[src/rtl/scl_rate_pkg.sv]
package scl_rate_pkg;
    typedef enum logic [1:0] {
        ST_IDLE    = 2'd0,
        ST_LOW     = 2'd1,
        ST_WAIT_HI = 2'd2,
        ST_HIGH    = 2'd3
    } scl_state_e;
endpackage

[src/rtl/scl_in_sync.sv]
module scl_in_sync #(
    parameter int STAGES = 2
) (
    input  logic clk,
    input  logic rst_n,
    input  logic din,
    output logic dout
);
    logic [STAGES-1:0] q;

    generate
        if (STAGES == 1) begin : g_single
            always_ff @(posedge clk or negedge rst_n) begin
                if (!rst_n) q <= '0;
                else        q <= din;
            end
        end else begin : g_chain
            always_ff @(posedge clk or negedge rst_n) begin
                if (!rst_n) q <= '0;
                else        q <= {q[STAGES-2:0], din};
            end
        end
    endgenerate

    assign dout = q[STAGES-1];
endmodule

[src/rtl/scl_divisor.sv]
module scl_divisor #(
    parameter int RATE_W   = 8,
    parameter int SEL_W    = 2,
    parameter int MIN_DIV  = 16,
    parameter int SYNC_LAT = 3,
    parameter int CNT_W    = 16
) (
    input  logic [RATE_W-1:0] rate,
    input  logic [SEL_W-1:0]  sel,
    output logic [CNT_W-1:0]  low_len,
    output logic [CNT_W-1:0]  high_len
);
    localparam int PROD_W = RATE_W + 2 * ((1 << SEL_W) - 1);

    logic [PROD_W-1:0] prod;
    logic [CNT_W-1:0]  div;
    logic [CNT_W:0]    div_up;

    always_comb begin
        // multiplier is 4**sel: shift by twice the code
        prod     = PROD_W'(rate) << {sel, 1'b0};
        div      = CNT_W'(MIN_DIV) + (CNT_W'(prod) << 1);
        div_up   = {1'b0, div} + 1'b1;
        low_len  = div_up[CNT_W:1];
        // released half includes the fixed wait for the synchronised level
        high_len = (div >> 1) - CNT_W'(SYNC_LAT);
    end
endmodule

[src/rtl/scl_rate_gen.sv]
module scl_rate_gen
    import scl_rate_pkg::*;
#(
    parameter int RATE_W      = 8,
    parameter int SEL_W       = 2,
    parameter int SYNC_STAGES = 2,
    parameter int MIN_DIV     = 16
) (
    input  logic              clk,
    input  logic              rst_n,
    input  logic              en,
    input  logic [RATE_W-1:0] bit_rate,
    input  logic [SEL_W-1:0]  pre_sel,
    input  logic              scl_in,
    output logic              scl_pull,
    output logic              sda_drive_stb,
    output logic              sda_sample_stb
);
    localparam int SYNC_LAT = SYNC_STAGES + 1;
    localparam int PROD_W   = RATE_W + 2 * ((1 << SEL_W) - 1);
    localparam int CNT_W    = PROD_W + 2;

    scl_state_e       state, nxt;
    logic [CNT_W-1:0] cnt;
    logic [CNT_W-1:0] low_q, high_q;
    logic [CNT_W-1:0] low_d, high_d;
    logic             scl_hi;

    scl_in_sync #(.STAGES(SYNC_STAGES)) u_sync (
        .clk   (clk),
        .rst_n (rst_n),
        .din   (scl_in),
        .dout  (scl_hi)
    );

    scl_divisor #(
        .RATE_W   (RATE_W),
        .SEL_W    (SEL_W),
        .MIN_DIV  (MIN_DIV),
        .SYNC_LAT (SYNC_LAT),
        .CNT_W    (CNT_W)
    ) u_div (
        .rate     (bit_rate),
        .sel      (pre_sel),
        .low_len  (low_d),
        .high_len (high_d)
    );

    always_comb begin
        nxt = state;
        unique case (state)
            ST_IDLE:    if (en) nxt = ST_LOW;
            ST_LOW:     if (cnt == low_q - 1'b1) nxt = ST_WAIT_HI;
            ST_WAIT_HI: if (scl_hi) nxt = ST_HIGH;
            ST_HIGH:    if (cnt == high_q - 1'b1) nxt = ST_LOW;
        endcase
        if (!en) nxt = ST_IDLE;
    end

    always_ff @(posedge clk or negedge rst_n) begin
        if (!rst_n) begin
            state  <= ST_IDLE;
            cnt    <= '0;
            low_q  <= '0;
            high_q <= '0;
        end else begin
            state <= nxt;
            if (nxt != state || state == ST_IDLE || state == ST_WAIT_HI)
                cnt <= '0;
            else
                cnt <= cnt + 1'b1;
            // new rate settings are taken only when a low phase begins
            if (nxt == ST_LOW && state != ST_LOW) begin
                low_q  <= low_d;
                high_q <= high_d;
            end
        end
    end

    always_comb begin
        scl_pull       = (state == ST_LOW);
        sda_drive_stb  = (state == ST_LOW)  && (cnt == '0);
        sda_sample_stb = (state == ST_HIGH) && (cnt == '0);
    end
endmodule

[config.mk]
export PLATFORM = sky130hd
export DESIGN_NAME = scl_rate_gen
export DESIGN_NICKNAME = d
export VERILOG_FILES = /design/src/rtl/scl_rate_pkg.sv /design/src/rtl/scl_in_sync.sv /design/src/rtl/scl_divisor.sv /design/src/rtl/scl_rate_gen.sv
export SDC_FILE = /design/constraint.sdc
export NUM_CORES = 1
export LEC_CHECK = 0
export BUFFER_PORTS_ARGS = -buffer_cell sky130_fd_sc_hd__buf_2
export CAP_MARGIN = 20
export CORE_UTILIZATION = 25
export DETAILED_ROUTE_END_ITERATION = 16
export PLACE_DENSITY = 0.48
export SLEW_MARGIN = 20
export SYNTH_ARGS = -nofsm -noshare
export SYNTH_HDL_FRONTEND = slang
export SYNTH_SLANG_ARGS = --single-unit
[constraint.sdc]
create_clock -name clk -period 3.65 [get_ports clk]
set_input_delay 0.9125 -clock clk [delete_from_list [all_inputs] [get_ports clk]]
set_output_delay 0.9125 -clock clk [all_outputs]
set_load 0.005 [all_outputs]
==> flow_summary.json <==
{
  "final_nets": 471,
  "cp_slowest_cell": "or4_4",
  "vias": 3238,
  "cts_resized": 0,
  "io_buffers": 16,
  "dr.pass1.iters": 4,
  "use_met3_pct": 1.82,
  "start_util_pct": 25.6,
  "finClkSkew_ps": 8.39,
  "vias_per_cell": 4.85,
  "leakage_nw": 1.89,
  "core-area_um2": 15900,
  "path_clk_slew_ps": 70,
  "power.switching_mw": 0.511,
  "synth_edf_count": 0,
  "place_area_um2": 4380,
  "clk_latency_ps": 290,
  "rsz0062_at_grt": "no",
  "synth_fp_nets": 466,
  "clock-root-buffer": "clkbuf_16",
  "power_frac_clock_pct": 34.4,
  "io_pins": 17,
  "rows": 46,
  "fin_crit_ps": 3270,
  "power_frac_comb_pct": 24.6,
  "layout-drive-gt1-share_pct": 14.6,
  "hold_path.class": "flop to flop",
  "critPathMaxStageDelay_ps": 570,
  "grt_max_degree": 36,
  "netlist_area_um2": 4070,
  "antenna_found_initial": 0,
  "cell_internal_pwr_mw": 1.22,
  "cts_setup_buffers": 0,
  "crit_chain": "or4_4 -> nand2b_4 -> or3_1 -> o31a_1 -> a2111oi_4 -> a32oi_4 -> buf_4 -> mux2_4",
  "grt_pass1_wl_um": 16700,
  "diodes": 0,
  "drv_slew": 0,
  "swShare_pct": 29.5,
  "tightest_slew_ps": 809,
  "h-tree-depth": 2,
  "postCtsHoldBufs": 0,
  "layout_commonest_cell": "dfrtp_1",
  "holdPathStages": 0,
  "gr-total-overflow": 0,
  "critPathArrivalTime_ps": 3450,
  "numCtsBuffers": 5,
  "met1_usage_pct": 18.0,
  "syn2layout_area_growth_pct": 12.2,
  "setup_viol": 0,
  "ys_seq_elements": 51,
  "drt_iter0_markers": 103,
  "fp.dieH_um": 130,
  "routed_wl_um": 10200,
  "ys_seq_area_share_pct": 31.3,
  "final_cell_area_um2": 4570,
  "post_synth.cell_area_avg_um2": 9.15,
  "reg2reg_depth": 8,
  "path_class": "flop to flop",
  "clockBufferDepth": 2,
  "die_w_um": 130,
  "powerDensity_nw_per_um2": 379,
  "ys_async_sr_fraction_pct": 100,
  "dp_hpwl_um": 7890,
  "die_area_um2": 16800,
  "pwr-share-seq_pct": 41.0,
  "relSlewSlack_pct": 44.6,
  "finalSetupTns_ps": 0,
  "maxCapViolations": 0,
  "grt.total_usage_pct": 12.8,
  "critPathMaxFanout": 31,
  "drt-wirelength-per-cell_um": 15.2,
  "cts_tree": "done",
  "min_period_over_period_pct": 89.7,
  "synth_ff_type": "dfrtp_1",
  "drc": 0,
  "fmax_ghz": 0.305,
  "hold_viol": 0,
  "cp-end-kind": "flop",
  "final_antenna_net_count": 0,
  "cp.required_ps": 3830,
  "grtUsageMet2_pct": 20.4,
  "mostFrequentLayoutCells": "dfrtp_1, xnor2_1, nor2_1, nand2_1",
  "outcome": "complete, no violations",
  "synth.distinct_cells": 60,
  "yosys_warnings": 0,
  "grt_pass1_vias": 3131,
  "critPathLaunchType": "flop",
  "netlist_instances": 445,
  "fin_util_pct": 28.8,
  "clock-sinks": 51,
  "gp_congestion": 0.805,
  "ir_drop_v": 0.000169,
  "busiest_layer": "met2"
}
Yosys cell counts (2+ instances only):
master     number  area, um^2
a2111oi_0       2        17.5
a211oi_1        2        15.0
a21o_1          3        22.5
a21oi_1         6        30.0
a31oi_1         6        37.5
a41oi_1         3        26.3
and2_1          4        25.0
and3_1          4        25.0
and4_1          2        17.5
and4b_1         2        20.0
buf_2           3        15.0
buf_6           2        22.5
clkbuf_1       22        82.6
dfrtp_1        51        1280
ha_1            7        87.6
inv_1          21        78.8
mux2_2          6        67.6
mux2_4         19         285
mux2i_1        18         180
nand2_1        25        93.8
nand2b_1       10        62.6
nand3_1        15        75.1
nand3b_1        6        45.0
nand4_1        11        68.8
nand4b_1        2        17.5
nor2_1         29         109
nor2b_1         5        31.3
nor3_1         17        85.1
nor4_1         24         150
nor4b_1         3        26.3
o211ai_1        3        22.5
o21a_1          3        22.5
o21ai_0         9        45.0
o21bai_1        2        15.0
o221ai_1        2        17.5
o22ai_1         2        12.5
o31ai_1         2        15.0
or2_2           2        12.5
or3_1           4        25.0
or4_1           6        45.0
or4b_1          2        20.0
xnor2_1        37         324
xor2_1         24         210
power groups by stage:
stage               clock network, mW  registers, mW  logic, mW
detailed placement                  0          0.719      0.427
global placement                    0          0.717      0.419
floorplan                           0          0.683      0.343
global route                    0.631          0.722      0.473
CTS                             0.615          0.708      0.429
finish                          0.595          0.710      0.425
path summary, 6_finish.rpt:
kind / end / from / slack, ps
min in group asynchronous: cnt[1] / rst_n / 700
min reg2reg: u_sync.q[1] / u_sync.q[0] / 350
max: high_q[14] / high_q[6] / 380
max reg2reg: high_q[14] / high_q[6] / 380
min: u_sync.q[1] / u_sync.q[0] / 350
max in group asynchronous: high_q[15] / rst_n / 2200
per-layer routing:
metal / up-vias / part of all wire [%]
met5: - / 0
li1: 1628 / -
met2: 51 / 44
met4: 0 / 1.2
met3: 13 / 2.7
met1: 1546 / 52
registers in the layout, summed over array words and instances, names as in the netlist:
register / cells
u_sync.q: 2
cnt: 16
state: 2
high_q: 16
low_q: 15
through the flow:
step | std cells | setup slack, ps | total power, mW | hold WS (ps)
3_5_place_dp | 659 | 141 | 1.15 | 342
6_report | 667 | 376 | 1.73 | 353
2_1_floorplan | 445 | 35.2 | 1.03 | 331
3_3_place_gp | 659 | 250 | 1.14 | 334
5_1_grt | 667 | 193 | 1.83 | 367
4_1_cts | 667 | 383 | 1.75 | 356
worst max-delay path: cells and delay by family (launching register included):
family / cells / cell delay (ps)
AOI/OAI and AO/OA: 3 / 910
buffers and inverters: 1 / 330
DFF: 1 / 470
muxes: 1 / 360
and+or+nand+nor: 3 / 1080
kinds of logic (layout without fill, tap and decap cells):
family	Yosys count	after routing	synth area share (%)
flops	51	51	31.3
compound gates	56	56	10.6
mux	43	43	13.1
fa+ha+maj	7	7	2.15
simple gates	178	178	24.7
buf+inv	49	55	4.98
xor+xnor	61	61	13.1
layout make-up:
class	count	area, um^2
tap	216	270
fill	1735	11300
multi-input combinational	345	2600
clock buffer	6	129
clock inverter	2	60.1
timing repair buffer	25	148
inverter	22	82.6
sequential	51	1280
No activity file was read; power rests on OpenSTA's default activity.
